--- src/rtl/lcd_tgen_pkg.sv ---
package lcd_tgen_pkg;

   typedef enum logic [1:0] {
      SRC_BORDER = 2'd0,
      SRC_PIXEL  = 2'd1,
      SRC_FILL   = 2'd2
   } pix_src_e;

   function automatic logic drive_level(input logic active, input logic low_true);
      return active ^ low_true;
   endfunction

endpackage

--- src/rtl/lcd_tgen_seq.sv ---
module lcd_tgen_seq #(
   parameter int HW = 12,
   parameter int FW = 24
) (
   input  logic          clk,
   input  logic          rst_n,
   input  logic          en,
   input  logic [HW-1:0] act_line_len,
   input  logic [FW-1:0] act_frame_len,
   output logic          run,
   output logic [HW-1:0] hcnt,
   output logic [FW-1:0] fcnt,
   output logic          load
);

   logic frame_last;
   logic line_last;

   assign frame_last = run && (fcnt == act_frame_len - FW'(1));
   assign line_last  = (hcnt == act_line_len - HW'(1));
   assign load       = !run || frame_last;

   always_ff @(posedge clk or negedge rst_n) begin
      if (!rst_n) begin
         run  <= 1'b0;
         hcnt <= '0;
         fcnt <= '0;
      end else if (!run || frame_last) begin
         hcnt <= '0;
         fcnt <= '0;
         run  <= en;
      end else begin
         fcnt <= fcnt + FW'(1);
         hcnt <= line_last ? '0 : hcnt + HW'(1);
      end
   end

endmodule

--- src/rtl/lcd_tgen_shadow.sv ---
module lcd_tgen_shadow #(
   parameter int HW = 12,
   parameter int FW = 24,
   parameter int PW = 24
) (
   input  logic          clk,
   input  logic          rst_n,
   input  logic          load,
   input  logic [HW-1:0] cfg_hs_width,
   input  logic [HW-1:0] cfg_line_len,
   input  logic [HW-1:0] cfg_hact_first,
   input  logic [HW-1:0] cfg_hact_last,
   input  logic [HW-1:0] cfg_vskew,
   input  logic [FW-1:0] cfg_frame_len,
   input  logic [FW-1:0] cfg_vs_len,
   input  logic [FW-1:0] cfg_vact_first,
   input  logic [FW-1:0] cfg_vact_last,
   input  logic [PW-1:0] cfg_border,
   input  logic [PW-1:0] cfg_fill,
   input  logic          cfg_recover,
   input  logic          cfg_hs_neg,
   input  logic          cfg_vs_neg,
   output logic [HW-1:0] act_hs_width,
   output logic [HW-1:0] act_line_len,
   output logic [HW-1:0] act_hact_first,
   output logic [HW-1:0] act_hact_last,
   output logic [HW-1:0] act_vskew,
   output logic [FW-1:0] act_frame_len,
   output logic [FW-1:0] act_vs_len,
   output logic [FW-1:0] act_vact_first,
   output logic [FW-1:0] act_vact_last,
   output logic [PW-1:0] act_border,
   output logic [PW-1:0] act_fill,
   output logic          act_recover,
   output logic          act_hs_neg,
   output logic          act_vs_neg
);

   localparam int CW = 5*HW + 4*FW + 2*PW + 3;
   localparam int ZW = 5*HW + 4*FW + PW;
   // fill colour resets to all ones, every other field to zero
   localparam logic [CW-1:0] RST_VAL = {{ZW{1'b0}}, {PW{1'b1}}, 3'b000};

   logic [CW-1:0] cfg_bus;
   logic [CW-1:0] act_bus;

   assign cfg_bus = {cfg_hs_width, cfg_line_len, cfg_hact_first, cfg_hact_last, cfg_vskew,
                     cfg_frame_len, cfg_vs_len, cfg_vact_first, cfg_vact_last,
                     cfg_border, cfg_fill, cfg_recover, cfg_hs_neg, cfg_vs_neg};

   always_ff @(posedge clk or negedge rst_n) begin
      if (!rst_n)    act_bus <= RST_VAL;
      else if (load) act_bus <= cfg_bus;
   end

   assign {act_hs_width, act_line_len, act_hact_first, act_hact_last, act_vskew,
           act_frame_len, act_vs_len, act_vact_first, act_vact_last,
           act_border, act_fill, act_recover, act_hs_neg, act_vs_neg} = act_bus;

endmodule

--- src/rtl/lcd_tgen_decode.sv ---
module lcd_tgen_decode
   import lcd_tgen_pkg::*;
#(
   parameter int HW      = 12,
   parameter int FW      = 24,
   parameter int PW      = 24,
   parameter bit OUT_REG = 1'b1
) (
   input  logic          clk,
   input  logic          rst_n,
   input  logic          run,
   input  logic [HW-1:0] hcnt,
   input  logic [FW-1:0] fcnt,
   input  logic [HW-1:0] act_hs_width,
   input  logic [HW-1:0] act_hact_first,
   input  logic [HW-1:0] act_hact_last,
   input  logic [HW-1:0] act_vskew,
   input  logic [FW-1:0] act_vs_len,
   input  logic [FW-1:0] act_vact_first,
   input  logic [FW-1:0] act_vact_last,
   input  logic [PW-1:0] act_border,
   input  logic [PW-1:0] act_fill,
   input  logic          act_recover,
   input  logic          act_hs_neg,
   input  logic          act_vs_neg,
   input  logic [PW-1:0] pix_in,
   input  logic          pix_valid,
   output logic          hsync,
   output logic          vsync,
   output logic          de,
   output logic [PW-1:0] pix_out
);

   localparam int XW = FW + 1;

   logic [XW-1:0] vfirst;
   logic [XW-1:0] vlast;
   logic [XW-1:0] fpos;
   logic          hwin;
   logic          vwin;
   logic          hs_n;
   logic          vs_n;
   logic          de_n;
   logic [PW-1:0] pix_n;
   pix_src_e      src;

   assign fpos   = {1'b0, fcnt};
   assign vfirst = {1'b0, act_vact_first} + {{(XW-HW){1'b0}}, act_vskew};
   assign vlast  = {1'b0, act_vact_last}  + {{(XW-HW){1'b0}}, act_vskew};

   assign hwin = (hcnt >= act_hact_first) && (hcnt <= act_hact_last);
   assign vwin = (fpos >= vfirst) && (fpos <= vlast);
   assign de_n = run && hwin && vwin;
   assign hs_n = drive_level(run && (hcnt < act_hs_width), act_hs_neg);
   assign vs_n = drive_level(run && (fcnt < act_vs_len),   act_vs_neg);

   always_comb begin
      if (!de_n)            src = SRC_BORDER;
      else if (pix_valid)   src = SRC_PIXEL;
      else if (act_recover) src = SRC_FILL;
      else                  src = SRC_PIXEL;
   end

   always_comb begin
      case (src)
         SRC_PIXEL: pix_n = pix_in;
         SRC_FILL:  pix_n = act_fill;
         default:   pix_n = act_border;
      endcase
   end

   generate
      if (OUT_REG) begin : g_oreg
         always_ff @(posedge clk or negedge rst_n) begin
            if (!rst_n) begin
               hsync   <= 1'b0;
               vsync   <= 1'b0;
               de      <= 1'b0;
               pix_out <= '0;
            end else begin
               hsync   <= hs_n;
               vsync   <= vs_n;
               de      <= de_n;
               pix_out <= pix_n;
            end
         end
      end else begin : g_ocomb
         logic unused_clk;
         assign unused_clk = clk ^ rst_n;
         assign hsync   = hs_n;
         assign vsync   = vs_n;
         assign de      = de_n;
         assign pix_out = pix_n;
      end
   endgenerate

endmodule

--- src/rtl/lcd_tgen.sv ---
module lcd_tgen #(
   parameter int HW      = 12,
   parameter int FW      = 24,
   parameter int PW      = 24,
   parameter bit OUT_REG = 1'b1
) (
   input  logic          clk,
   input  logic          rst_n,
   input  logic          en,
   input  logic [HW-1:0] cfg_hs_width,
   input  logic [HW-1:0] cfg_line_len,
   input  logic [HW-1:0] cfg_hact_first,
   input  logic [HW-1:0] cfg_hact_last,
   input  logic [HW-1:0] cfg_vskew,
   input  logic [FW-1:0] cfg_frame_len,
   input  logic [FW-1:0] cfg_vs_len,
   input  logic [FW-1:0] cfg_vact_first,
   input  logic [FW-1:0] cfg_vact_last,
   input  logic [PW-1:0] cfg_border,
   input  logic [PW-1:0] cfg_fill,
   input  logic          cfg_recover,
   input  logic          cfg_hs_neg,
   input  logic          cfg_vs_neg,
   input  logic [PW-1:0] pix_in,
   input  logic          pix_valid,
   output logic          hsync,
   output logic          vsync,
   output logic          de,
   output logic [PW-1:0] pix_out
);

   generate
      if (HW < 2) begin : g_bad_hw
         $error("lcd_tgen: HW must be at least 2");
      end
      if (FW < HW) begin : g_bad_fw
         $error("lcd_tgen: FW must not be narrower than HW");
      end
      if (PW < 1) begin : g_bad_pw
         $error("lcd_tgen: PW must be at least 1");
      end
   endgenerate

   logic          run;
   logic          load;
   logic [HW-1:0] hcnt;
   logic [FW-1:0] fcnt;
   logic [HW-1:0] act_hs_width, act_line_len, act_hact_first, act_hact_last, act_vskew;
   logic [FW-1:0] act_frame_len, act_vs_len, act_vact_first, act_vact_last;
   logic [PW-1:0] act_border, act_fill;
   logic          act_recover, act_hs_neg, act_vs_neg;

   lcd_tgen_seq #(.HW(HW), .FW(FW)) u_seq (
      .clk          (clk),
      .rst_n        (rst_n),
      .en           (en),
      .act_line_len (act_line_len),
      .act_frame_len(act_frame_len),
      .run          (run),
      .hcnt         (hcnt),
      .fcnt         (fcnt),
      .load         (load)
   );

   lcd_tgen_shadow #(.HW(HW), .FW(FW), .PW(PW)) u_shadow (
      .clk           (clk),
      .rst_n         (rst_n),
      .load          (load),
      .cfg_hs_width  (cfg_hs_width),
      .cfg_line_len  (cfg_line_len),
      .cfg_hact_first(cfg_hact_first),
      .cfg_hact_last (cfg_hact_last),
      .cfg_vskew     (cfg_vskew),
      .cfg_frame_len (cfg_frame_len),
      .cfg_vs_len    (cfg_vs_len),
      .cfg_vact_first(cfg_vact_first),
      .cfg_vact_last (cfg_vact_last),
      .cfg_border    (cfg_border),
      .cfg_fill      (cfg_fill),
      .cfg_recover   (cfg_recover),
      .cfg_hs_neg    (cfg_hs_neg),
      .cfg_vs_neg    (cfg_vs_neg),
      .act_hs_width  (act_hs_width),
      .act_line_len  (act_line_len),
      .act_hact_first(act_hact_first),
      .act_hact_last (act_hact_last),
      .act_vskew     (act_vskew),
      .act_frame_len (act_frame_len),
      .act_vs_len    (act_vs_len),
      .act_vact_first(act_vact_first),
      .act_vact_last (act_vact_last),
      .act_border    (act_border),
      .act_fill      (act_fill),
      .act_recover   (act_recover),
      .act_hs_neg    (act_hs_neg),
      .act_vs_neg    (act_vs_neg)
   );

   lcd_tgen_decode #(.HW(HW), .FW(FW), .PW(PW), .OUT_REG(OUT_REG)) u_decode (
      .clk           (clk),
      .rst_n         (rst_n),
      .run           (run),
      .hcnt          (hcnt),
      .fcnt          (fcnt),
      .act_hs_width  (act_hs_width),
      .act_hact_first(act_hact_first),
      .act_hact_last (act_hact_last),
      .act_vskew     (act_vskew),
      .act_vs_len    (act_vs_len),
      .act_vact_first(act_vact_first),
      .act_vact_last (act_vact_last),
      .act_border    (act_border),
      .act_fill      (act_fill),
      .act_recover   (act_recover),
      .act_hs_neg    (act_hs_neg),
      .act_vs_neg    (act_vs_neg),
      .pix_in        (pix_in),
      .pix_valid     (pix_valid),
      .hsync         (hsync),
      .vsync         (vsync),
      .de            (de),
      .pix_out       (pix_out)
   );

endmodule

--- config.mk ---
export PLATFORM = sky130hd
export DESIGN_NAME = lcd_tgen
export DESIGN_NICKNAME = d
export VERILOG_FILES = /design/src/rtl/lcd_tgen_pkg.sv /design/src/rtl/lcd_tgen_seq.sv /design/src/rtl/lcd_tgen_shadow.sv /design/src/rtl/lcd_tgen_decode.sv /design/src/rtl/lcd_tgen.sv
export SDC_FILE = /design/constraint.sdc
export NUM_CORES = 1
export LEC_CHECK = 0
export ABC_CLOCK_PERIOD_IN_PS = 11000
export BUFFER_PORTS_ARGS = -buffer_cell sky130_fd_sc_hd__buf_2
export CAP_MARGIN = 15
export CORE_AREA = 3 3 163 229
export CTS_CLUSTER_DIAMETER = 200
export DETAILED_ROUTE_END_ITERATION = 10
export DIE_AREA = 0 0 166 232
export PLACE_DENSITY = 0.62
export SYNTH_ARGS = -nofsm -noshare
export SYNTH_HDL_FRONTEND = slang
export SYNTH_SLANG_ARGS = --single-unit
--- constraint.sdc ---
create_clock -name clk -period 11 [get_ports clk]
set_clock_uncertainty 0.15 [all_clocks]
set_input_delay 3.3 -clock clk [delete_from_list [all_inputs] [get_ports clk]]
set_output_delay 3.3 -clock clk [all_outputs]
set_load 0.1 [all_outputs]
# [Word level (Yosys, flattened, before mapping)]
# Cells that the tools add are included.
[word_totals] register_bits=271 inputBits=235 output_inout_bits=27 wordCells=42
[op_classes] add_sub_neg=6 order_cmp=6 eq_ne=4 n_mux=7 bitwise=2 n_reduce_logical=9
[ops] cell="24-bit by 12-bit adder with 25-bit output" n=2
[ops] cell="24-bit one-hot mux with 2 select lines" n=1
[ops] cell="24-bit by 25-bit greater-or-equal comparator with 1-bit output" n=1
[ops] cell="24-bit by 25-bit <= comparator with 1-bit output" n=1
[ops] cell="24-bit by 1-bit adder with 24-bit output (second input constant)" n=1
[ops] cell="24-bit == test" n=1
[ops] cell="24-bit less-than comparator" n=1
[ops] cell="12-bit two-way mux" n=2
[ops] cell="24-bit two-way mux" n=1
[ops] cell="24-bit by 1-bit subtractor with 24-bit output (second input constant)" n=1
[ops] cell="12-bit by 1-bit adder with 12-bit output (second input constant)" n=1
[ops] cell="12-bit == test" n=1
[ops] cell="12-bit greater-or-equal comparator" n=1
[ops] cell="12-bit <= comparator" n=1
[ops] cell="12-bit less-than comparator" n=1
[ops] cell="12-bit by 1-bit subtractor with 12-bit output (second input constant)" n=1
[ops] cell="1-bit logical AND" n=7
[ops] cell="2-bit two-way mux" n=3
[ops] cell="2-bit by 1-bit == test with 1-bit output (second input constant)" n=1
[ops] cell="2-bit == test (second input constant)" n=1
[ops] cell="1-bit bitwise XOR" n=2
[ops] cell="1-bit logical NOT" n=1
[ops] cell="1-bit logical OR" n=1

# [Depth between registers and ports, before layout]
# Gate-level depths: netlist (run 1).
[logic_depth] depth_word=7 ltp_mapped=25 ltp_nobuf=23

# [Hierarchy]
# A second synthesis (run 1) with hierarchy kept.
[unflattened] hier_cells=1423 area_unflattened_um2=16316.9
[modules_own_cells] mod="lcd_tgen_shadow" n_inst=1 cells_each=437 area_each_um2=8244.2 seq_area_each_um2=5210.0
[modules_own_cells] mod="lcd_tgen_decode" n_inst=1 cells_each=634 area_each_um2=5104.9 seq_area_each_um2=675.6
[modules_own_cells] mod="lcd_tgen_seq" n_inst=1 cells_each=352 area_each_um2=2967.8 seq_area_each_um2=925.9

# [Worst setup path after synthesis (run 1)]
# No wires, ideal clock.
[synth_timing] path_type="reg-to-reg" start="register u_shadow.act_bus[147]" end="register u_decode.pix_out[0]" setup_ps=83 arrival_ps=5240 required_time_ps=10767 slack_ps=5527 path_stages_with_launch=26 n_path_buf=2 period_less_slack_ps=5473 path_cell_list="dfrtp_1 ha_1 inv_1 fa_1 nor2b_1 o21ai_0 a21boi_0 o31a_1 o211a_1 nor2_1 nor3_1 xnor2_1 ha_1 a21o_1 a21o_1 a21oi_1 o21ai_0 nor4_1 nor2_1 a2111o_1 or4b_2 ha_1 clkbuf_1 clkbuf_1 nand2_1 o21ai_0"
[synth_via] elab_chain_cells=7 word_cells_on_any_way=10 classes_between="add/sub (2); order compare (2); eq/ne (2); mux (2); reduce/logical (2)"
[synth_rtl] item="from (decl)" line_no="lcd_tgen_shadow.sv:45" rtl="logic [CW-1:0] act_bus;"
[synth_rtl] item="from (signal assigned)" line_no="lcd_tgen_shadow.sv:53" rtl="else if (load) act_bus <= cfg_bus;"
[synth_rtl] item="24-bit by 12-bit adder with 25-bit output (on tied branches)" line_no="lcd_tgen_decode.sv:48, lcd_tgen_decode.sv:49"
[synth_rtl] item="24-bit by 25-bit greater-or-equal comparator with 1-bit output / 24-bit by 25-bit <= comparator with 1-bit output (equally long branches)" line_no="lcd_tgen_decode.sv:52" rtl="assign vwin = (fpos >= vfirst) && (fpos <= vlast);"
[synth_rtl] item="1-bit logical AND *" line_no="lcd_tgen_decode.sv:52"
[synth_rtl] item="1-bit logical AND *" line_no="lcd_tgen_decode.sv:53" rtl="assign de_n = run && hwin && vwin;"
[synth_rtl] item="2-bit two-way mux *" line_no="lcd_tgen_decode.sv:58" rtl="if (!de_n) src = SRC_BORDER;"
[synth_rtl] item="2-bit == test / 2-bit by 1-bit == test with 1-bit output (equally long branches)" line_no="lcd_tgen_decode.sv:65" rtl="case (src)"
[synth_rtl] item="24-bit one-hot mux with 2 select lines *" line_no="lcd_tgen_decode.sv:65"
[synth_rtl] item="net u_decode.pix_n[0]" line_no="lcd_tgen_decode.sv:44" rtl="logic [PW-1:0] pix_n;"
[synth_rtl] item="to (signal assigned)" line_no="lcd_tgen_decode.sv:84" rtl="pix_out <= pix_n;"
[synth_rtl] item="to (decl)" line_no="lcd_tgen_decode.sv:31" rtl="output logic [PW-1:0] pix_out"
# Mark *: on every way through the listed nets, which the timed path passes. The rest lies on a longest branch.
# A chain may end at the register's enable or synchronous reset.

# [Worst setup path in the final report (run 1)]
[layout_timing] start="register u_shadow.act_bus[148]" end="register u_decode.pix_out[10]"
# The elaborated chain is that of the path after synthesis.

==> results of run 1 <==
## state kept, by name, summed over array words and instances, names as in the netlist
signal            flops
u_decode.de           1
u_seq.run             1
u_seq.fcnt           24
u_seq.hcnt           12
u_decode.pix_out     24
u_decode.hsync        1
u_decode.vsync        1
u_shadow.act_bus    207
## logic make-up after synthesis
family	count (synthesis)	synth area share [%]
AOI/OAI and AO/OA	232	9.88
xor gates and xnor gates	117	6.47
adders and majority gates	138	11.0
buffers and inverters	128	3.85
DFF	271	43.0
muxes	210	14.9
and+or+nand+nor	331	10.9
## report_power, final
part | internal (uW) | switching [uW]
clock network | 607 | 405
logic | 390 | 482
registers | 1140 | 165
## stage by stage
step	instances	power, uW
final	2170	3190
after global routing	2168	3400
after CTS	2166	3240
after detailed placement	2113	2200
after global placement	2113	2170
after floorplan	1427	1920
## layout make-up
class	count	area share, %
Clock buffer	43	4.42
Multi-Input combinational cell	1028	45.5
Sequential cell	271	36.8
Clock inverter	10	0.864
Timing Repair Buffer	268	7.56
Antenna cell	3	0.0405
Tap cell	462	3.12
Inverter	85	1.72
## worst max-delay path: stages (launching register included)
cell and delay, ns:
dfrtp_1 0.41, ha_1 0.31, a21o_1 0.16, a21oi_1 0.22, nor2b_1 0.12, o22ai_1 0.31, o211ai_1 0.17, o41ai_1 0.93
nor2_1 0.15, xnor2_1 0.17, ha_1 0.30, nand4_1 0.11, nor3_1 0.28, o21ai_0 0.14, a31oi_1 0.16, o211ai_1 0.10
a32oi_1 0.35, or4b_2 0.64, ha_1 0.55, a22oi_1 0.32, o21ai_0 0.13
## cells in the final DEF (no fill, tap or decap), drive strengths merged, types with 25 or more instances in the layout
cell / n
mux2: 208
dfrtp: 247
nor2: 70
and2: 30
nand4: 28
a21oi: 31
nand3: 31
a21o: 32
a22oi: 25
inv: 86
xor2: 42
clkbuf: 43
xnor2: 75
ha: 136
nand2: 67
buf: 268
o21ai: 61
## worst paths after layout
| check | to | startpoint | slack [ns] |
|---|---|---|---|
| max in group asynchronous | u_shadow.act_bus[117]$_DFFE_PN0N_ | rst_n | 6.65 |
| max reg2reg | u_decode.pix_out[10]$_DFF_PN0_ | u_shadow.act_bus[148]$_DFFE_PN0N_ | 4.64 |
| min | u_decode.hsync$_DFF_PN0_ | u_shadow.act_bus[1]$_DFFE_PN0N_ | 0.31 |
| min in group asynchronous | u_shadow.act_bus[141]$_DFFE_PN0N_ | rst_n | 2.56 |
| min reg2reg | u_decode.hsync$_DFF_PN0_ | u_shadow.act_bus[1]$_DFFE_PN0N_ | 0.31 |
| max | u_decode.pix_out[10]$_DFF_PN0_ | u_shadow.act_bus[148]$_DFFE_PN0N_ | 4.64 |
## layer usage
layer | share of wire, % | up-vias | global-route usage (%)
met5 | 0.27 | - | 0
met4 | 2.9 | 18 | 6.32
met3 | 6.5 | 76 | 5.42
met2 | 52 | 263 | 37.5
met1 | 38 | 5576 | 22.4
li1 | - | 5635 | -
==> summary.md, run 1 <==
| Metric | Value |
|---|---|
| Post-DP HPWL | `slightly below 30,000 um` |
| Primary FF master, synth | `dfrtp_1` |
| Die width | `166 um` |
| Finished Core Util | `between 50 and 60%` |
| Max_cap viols | `0` |
| Multi-input logic area | `~8400 um2` |
| Die footprint | `38,500 um2` |
| Syn nets | `between 1,500 and 2,000` |
| Seq/Total Area, Yosys | `a little over two fifths` |
| # fillers | `between 3,000 and 4,000` |
| Final instance area | `18,500 um2` |
| Slew HR | `a little under a quarter` |
| Depth of the CTS H-tree | `1` |
| Count leader, synth | `dfrtp_1` |
| Max-slew violations | `0` |
| Final worst slack | `about 4.6 ns` |
| Async set or reset register ratio after synthesis | `100%` |
| CTS Buf Count | `29` |
| Hold Path Class | `register to register` |
| Clk sinks | `271` |
| Status | `finished clean` |
| Via/cell ratio | `between 5 and 6` |
| Layout cells sized above 1 | `between 20% and 30%` |
| CP Launch Type | `register` |
| Critical Path Fanout Max | `24` |
| Synthesis Warnings | `0` |
| Min cycle time layout | `6.36 ns` |
| Final wirelength | `~39,000 um` |
| Post-synth cell types | `slightly below 70` |
| Period utilization | `between 50 and 60%` |
| Routed Antenna Nets | `0` |
| Chip height | `about 230 um` |
| Initial Utilization | `44.5%` |
| Post-cts resize count | `0` |
| Critical Path AT | `6.63 ns` |
| RSZ-0062 raised after global routing | `false` |
| Post-CTS setup buffer count | `0` |
| Top Ports | `about 260` |
| Residual DRC | `0` |
| Yosys top cell area share | `39.0%` |
| Placed cell areas | `~18,000 um2` |
| Core area | `around 36,000 um2` |
| Final hold vios | `0` |
| Root Buffer | `clkbuf_16` |
| Syn Area/Cell | `11.1 um2` |
| FF/Latch Area | `6810 um2` |
| CP endpoint kind | `register` |
| Row count | `82` |
| I/O Buffers | `roughly 260` |
| Fmax | `157 MHz` |
| Clock transition at path regs | `~0.06 ns` |
| Hold_ws | `around 0.31 ns` |
| Hold depth | `1` |
| Top cells by count, synth | `247 x dfrtp_1, 145 x mux2_1, 136 x ha_1` |
| Largest net degree at the start of global routing | `between 150 and 200` |
| WL per Instance | `around 18 um` |
| GRT Util Overall | `about 20%` |
| Synth area leader | `dfrtp_1` |
| Max Root-Sink Buffers | `3` |
| Crit Path Class | `register to register` |
| GRT Residual Overflow | `0` |
| Synth Cell Area | `roughly 16,000 um2` |
| Final setup viols | `0` |
| Slew at the pin closest to its max-slew limit | `1.14 ns` |
| Initial antenna violation count | `12` |
| Worst reg-to-reg path cell count | `20` |
| Top cells by area, synth | `dfrtp_1 39%, ha_1 11%, mux2_1 10%` |
| Flop and latch count out of synthesis | `between 200 and 300` |
| NumNets Final | `between 2,000 and 2,500` |
| Setup TNS Final | `0 ns` |
| Number of global-route vias before repair | `around 12,000` |
| VDD IR max | `between 0.0001 and 0.00015 V` |
| Final estimated routing congestion in global placement | `roughly 0.9` |
| Crit path required time | `11.27 ns` |
| TritonRoute pass-1 iters | `5` |
| Worst skew pair latency | `~0.57 ns` |
| Gate count of the mapped netlist | `approximately 1,400` |
| Drt initial violations | `523` |
| Place WS | `approximately 4.7 ns` |
| EDFF count, synth | `0` |
| Pwr dens | `between 150 and 200 nW/um2` |
| First-pass GRT wire length | `63,000 um` |
| Vias | `between 10,000 and 15,000` |
| Leak | `0.00875 uW` |
| Post-CTS Hold Buffers | `0` |
| Area Overhead vs Synth | `16.9%` |
| TritonCTS clock tree | `built` |
Note: power is estimated with default switching activity, not from simulation.
==> run 2, diff against run 1 <==
--- a/config.mk
+++ b/config.mk
@@ -5,13 +5,14 @@
 export SDC_FILE = /design/constraint.sdc
 export NUM_CORES = 1
 export LEC_CHECK = 0
-export ABC_CLOCK_PERIOD_IN_PS = 11000
+export ABC_AREA = 1
+export ABC_CLOCK_PERIOD_IN_PS = 5900
 export BUFFER_PORTS_ARGS = -buffer_cell sky130_fd_sc_hd__buf_2
 export CAP_MARGIN = 15
-export CORE_AREA = 3 3 163 229
+export CORE_AREA = 3 3 169 237
 export CTS_CLUSTER_DIAMETER = 200
 export DETAILED_ROUTE_END_ITERATION = 10
-export DIE_AREA = 0 0 166 232
+export DIE_AREA = 0 0 172 240
 export PLACE_DENSITY = 0.62
 export SYNTH_ARGS = -nofsm -noshare
 export SYNTH_HDL_FRONTEND = slang
==> constraint.sdc (replaced) <==
create_clock -name clk -period 5.9 [get_ports clk]
set_clock_uncertainty 0.15 [all_clocks]
set_input_delay 1.77 -clock clk [delete_from_list [all_inputs] [get_ports clk]]
set_output_delay 1.77 -clock clk [all_outputs]
set_load 0.1 [all_outputs]
==> summary.md, run 2 <==
| Metric | Value |
|---|---|
| Crit Path Class | `register to register` |
| First-pass GRT wire length | `approximately 75,000 um` |
| Synth area leader | `dfrtp_1` |
| Top Registers | `u_shadow.act_bus x207, u_decode.pix_out x24, u_seq.fcnt x24` |
| Residual DRC | `0` |
| Synth Cell Area | `~17,000 um2` |
| Slew at the pin closest to its max-slew limit | `around 1.1 ns` |
| Number of global-route vias before repair | `14,900` |
| Critical Path Fanout Max | `25` |
| Worst path max stage delay | `0.39 ns` |
| Syn Area/Cell | `slightly below 8 um2` |
| Initial antenna violation count | `9` |
| VDD IR max | `between 0.0002 and 0.00025 V` |
| Mux contribution to synthesized area | `0%` |
| GR Util met1 | `27.4%` |
| EDFF count, synth | `0` |
| GRT Util Overall | `between 20% and 30%` |
| Flop and latch count out of synthesis | `roughly 270` |
| Seq/Total Area, Yosys | `between 30% and 40%` |
| Primary FF master, synth | `dfrtp_1` |
| Depth of the CTS H-tree | `1` |
| Row count | `85` |
| Yosys top cell area share | `between 30% and 40%` |
| Main combinational cell family by area after synthesis | `simple AND/OR/NAND/NOR gates` |
| Die footprint | `just over 40,000 um2` |
| Final wirelength | `between 40,000 and 50,000 um` |
| Area Overhead vs Synth | `15.1%` |
| CP endpoint kind | `register` |
| Final instance area | `a little under 20,000 um2` |
| Critical Path AT | `5.56 ns` |
| Post-CTS Hold Buffers | `0` |
| CP Launch Type | `register` |
| Drt initial violations | `796` |
| Most used cell, CP | `nand2_1` |
| Vias | `about 15,000` |
| I/O Buffers | `approximately 260` |
| NumNets Final | `approximately 2,700` |
| Setup TNS Final | `0 ns` |
| Fmax | `roughly 190 MHz` |
| Final estimated routing congestion in global placement | `0.926` |
| Synthesis Warnings | `0` |
| WL per Instance | `roughly 17 um` |
| Simple-gate share of the synthesized area | `~32%` |
| Initial Utilization | `around 45%` |
| TritonRoute pass-1 iters | `5` |
| Top cells by area, synth | `dfrtp_1 36%, nand2_1 15%, ha_1 10%` |
| Routed Antenna Nets | `0` |
| Max-slew violations | `0` |
| Status | `finished clean` |
| Max_cap viols | `0` |
| Core area | `38,300 um2` |
| Die width | `between 150 and 200 um` |
| Worst skew pair latency | `about 0.56 ns` |
| Synth Area in Compound Gates | `between 5 and 6%` |
| XOR/XNOR Fraction of Synth Area | `5.62%` |
| Chip height | `240 um` |
| Top Ports | `approximately 260` |
| Max Root-Sink Buffers | `3` |
| FF/Latch Area | `approximately 6800 um2` |
| Multi-input logic area | `around 9200 um2` |
| Pwr dens | `195 nW/um2` |
| Crit path required time | `approximately 6.2 ns` |
| Root Buffer | `clkbuf_16` |
| Period utilization | `between 80% and 90%` |
| Hold Path Class | `register to register` |
| Post-cts resize count | `0` |
| Top cells by count, synth | `688 x nand2_1, 247 x dfrtp_1, 184 x nand3_1` |
| Min cycle time layout | `between 5 and 6 ns` |
| Post-synth cell types | `41` |
| Clock transition at path regs | `0.07 ns` |
| Clk sinks | `roughly 270` |
| Most flops, register | `u_shadow.act_bus` |
| Post-CTS setup buffer count | `0` |
| Placed cell areas | `around 19,000 um2` |
| Via/cell ratio | `5.17` |
| Final setup viols | `0` |
| GRT Residual Overflow | `0` |
| Final hold vios | `0` |
| TritonCTS clock tree | `built` |
| # fillers | `roughly 3,700` |
| CTS Buf Count | `28` |
| Buf/Inv on CP | `4` |
| Slowest-stage cell, CP | `fa_1` |
| Slew HR | `slightly below 30%` |
| Most frequent cells in the layout | `688 x nand2_1, 260 x buf_2, 246 x dfrtp_1` |
| Syn nets | `2,528` |
| Met3 usage | `3.72%` |
| Layout cells sized above 1 | `a little under a fifth` |
| Most common cell after layout, fill and taps aside | `nand2_1` |
| Largest net degree at the start of global routing | `about 150` |
| Post-synthesis adder-cell area fraction | `around a tenth` |
| Gate count of the mapped netlist | `approximately 2,200` |
| Largest register FFs | `between 200 and 250` |
| CP top delay family | `simple AND/OR/NAND/NOR gates` |
| Async set or reset register ratio after synthesis | `100%` |
| Count leader, synth | `nand2_1` |
| Most Crowded Layer GR | `met2` |
| Leak | `about 0.011 uW` |
| RSZ-0062 raised after global routing | `false` |
| Grt met2 use | `a little over 40%` |
| Post-DP HPWL | `between 30,000 and 40,000 um` |
==> run 2: final timing paths <==
kind                                                   startpoint                           endpoint  slack, ns  depth (start not counted)
max in group asynchronous                                   rst_n     u_decode.pix_out[18]$_DFF_PN0_       3.35                          2
worst min-delay path             u_shadow.act_bus[18]$_DFFE_PN1N_   u_shadow.act_bus[18]$_DFFE_PN1N_       0.33                          2
worst max register to register  u_shadow.act_bus[147]$_DFFE_PN0N_      u_decode.pix_out[4]$_DFF_PN0_       0.66                         29
min in group asynchronous                                   rst_n  u_shadow.act_bus[109]$_DFFE_PN0N_       1.12                          1
worst max-delay path            u_shadow.act_bus[147]$_DFFE_PN0N_      u_decode.pix_out[4]$_DFF_PN0_       0.66                         29
worst min register to register   u_shadow.act_bus[18]$_DFFE_PN1N_   u_shadow.act_bus[18]$_DFFE_PN1N_       0.33                          2
==> run 2: tightest hold or removal path, cell delays in order, from the launching register on <==
cell and delay, ns:
dfstp_2 0.37, nand3_2 0.06, nand2_1 0.05
==> run 2: per-layer routing <==
layer	vias to the layer above	share of wire (%)
li1	7455	-
met1	6999	41
met2	337	51
met3	91	4.8
met4	12	3.0
met5	-	0.12
==> run 2: cell type report <==
| type | instances | area share [%] |
|---|---|---|
| Tap cell | 478 | 3.04 |
| Inverter | 157 | 3.00 |
| Sequential cell | 271 | 34.7 |
| Clock buffer | 44 | 4.23 |
| Antenna cell | 4 | 0.0509 |
| Multi-Input combinational cell | 1642 | 46.9 |
| Timing Repair Buffer | 275 | 7.49 |
| Clock inverter | 8 | 0.637 |
==> run 2: per-stage QoR <==
| stage | worst slack [ns] | utilization (%) | hold WS, ns | std cells | power (uW) |
|---|---|---|---|---|---|
| 6_report | 0.664 | 51.3 | 0.325 | 2879 | 3840 |
| 5_1_grt | 0.130 | 51.3 | 0.340 | 2878 | 3970 |
| 4_1_cts | 0.682 | 51.3 | 0.329 | 2875 | 3890 |
| 3_5_place_dp | 0.707 | 48.8 | 0.319 | 2823 | 2020 |
| 3_3_place_gp | 0.886 | 48.8 | 0.315 | 2823 | 2020 |
| 2_1_floorplan | 1.50 | - | 0.305 | 2155 | 1890 |
==> run 2: kinds of logic (layout without fill, tap and decap cells) <==
logic type	after synthesis	after routing
buffers and inverters	242	484
flip-flops	271	271
adder cells (fa/ha/maj)	138	138
XOR/XNOR	108	108
AND/OR/NAND/NOR	1206	1206
other	0	4
AO/OA/AOI/OAI	190	190
==> run 2: where the power goes <==
part           internal, uW  switching [uW]
Sequential             1860               0
Clock                  1100             759
Combinational          56.6            64.5
Total                  3010             823
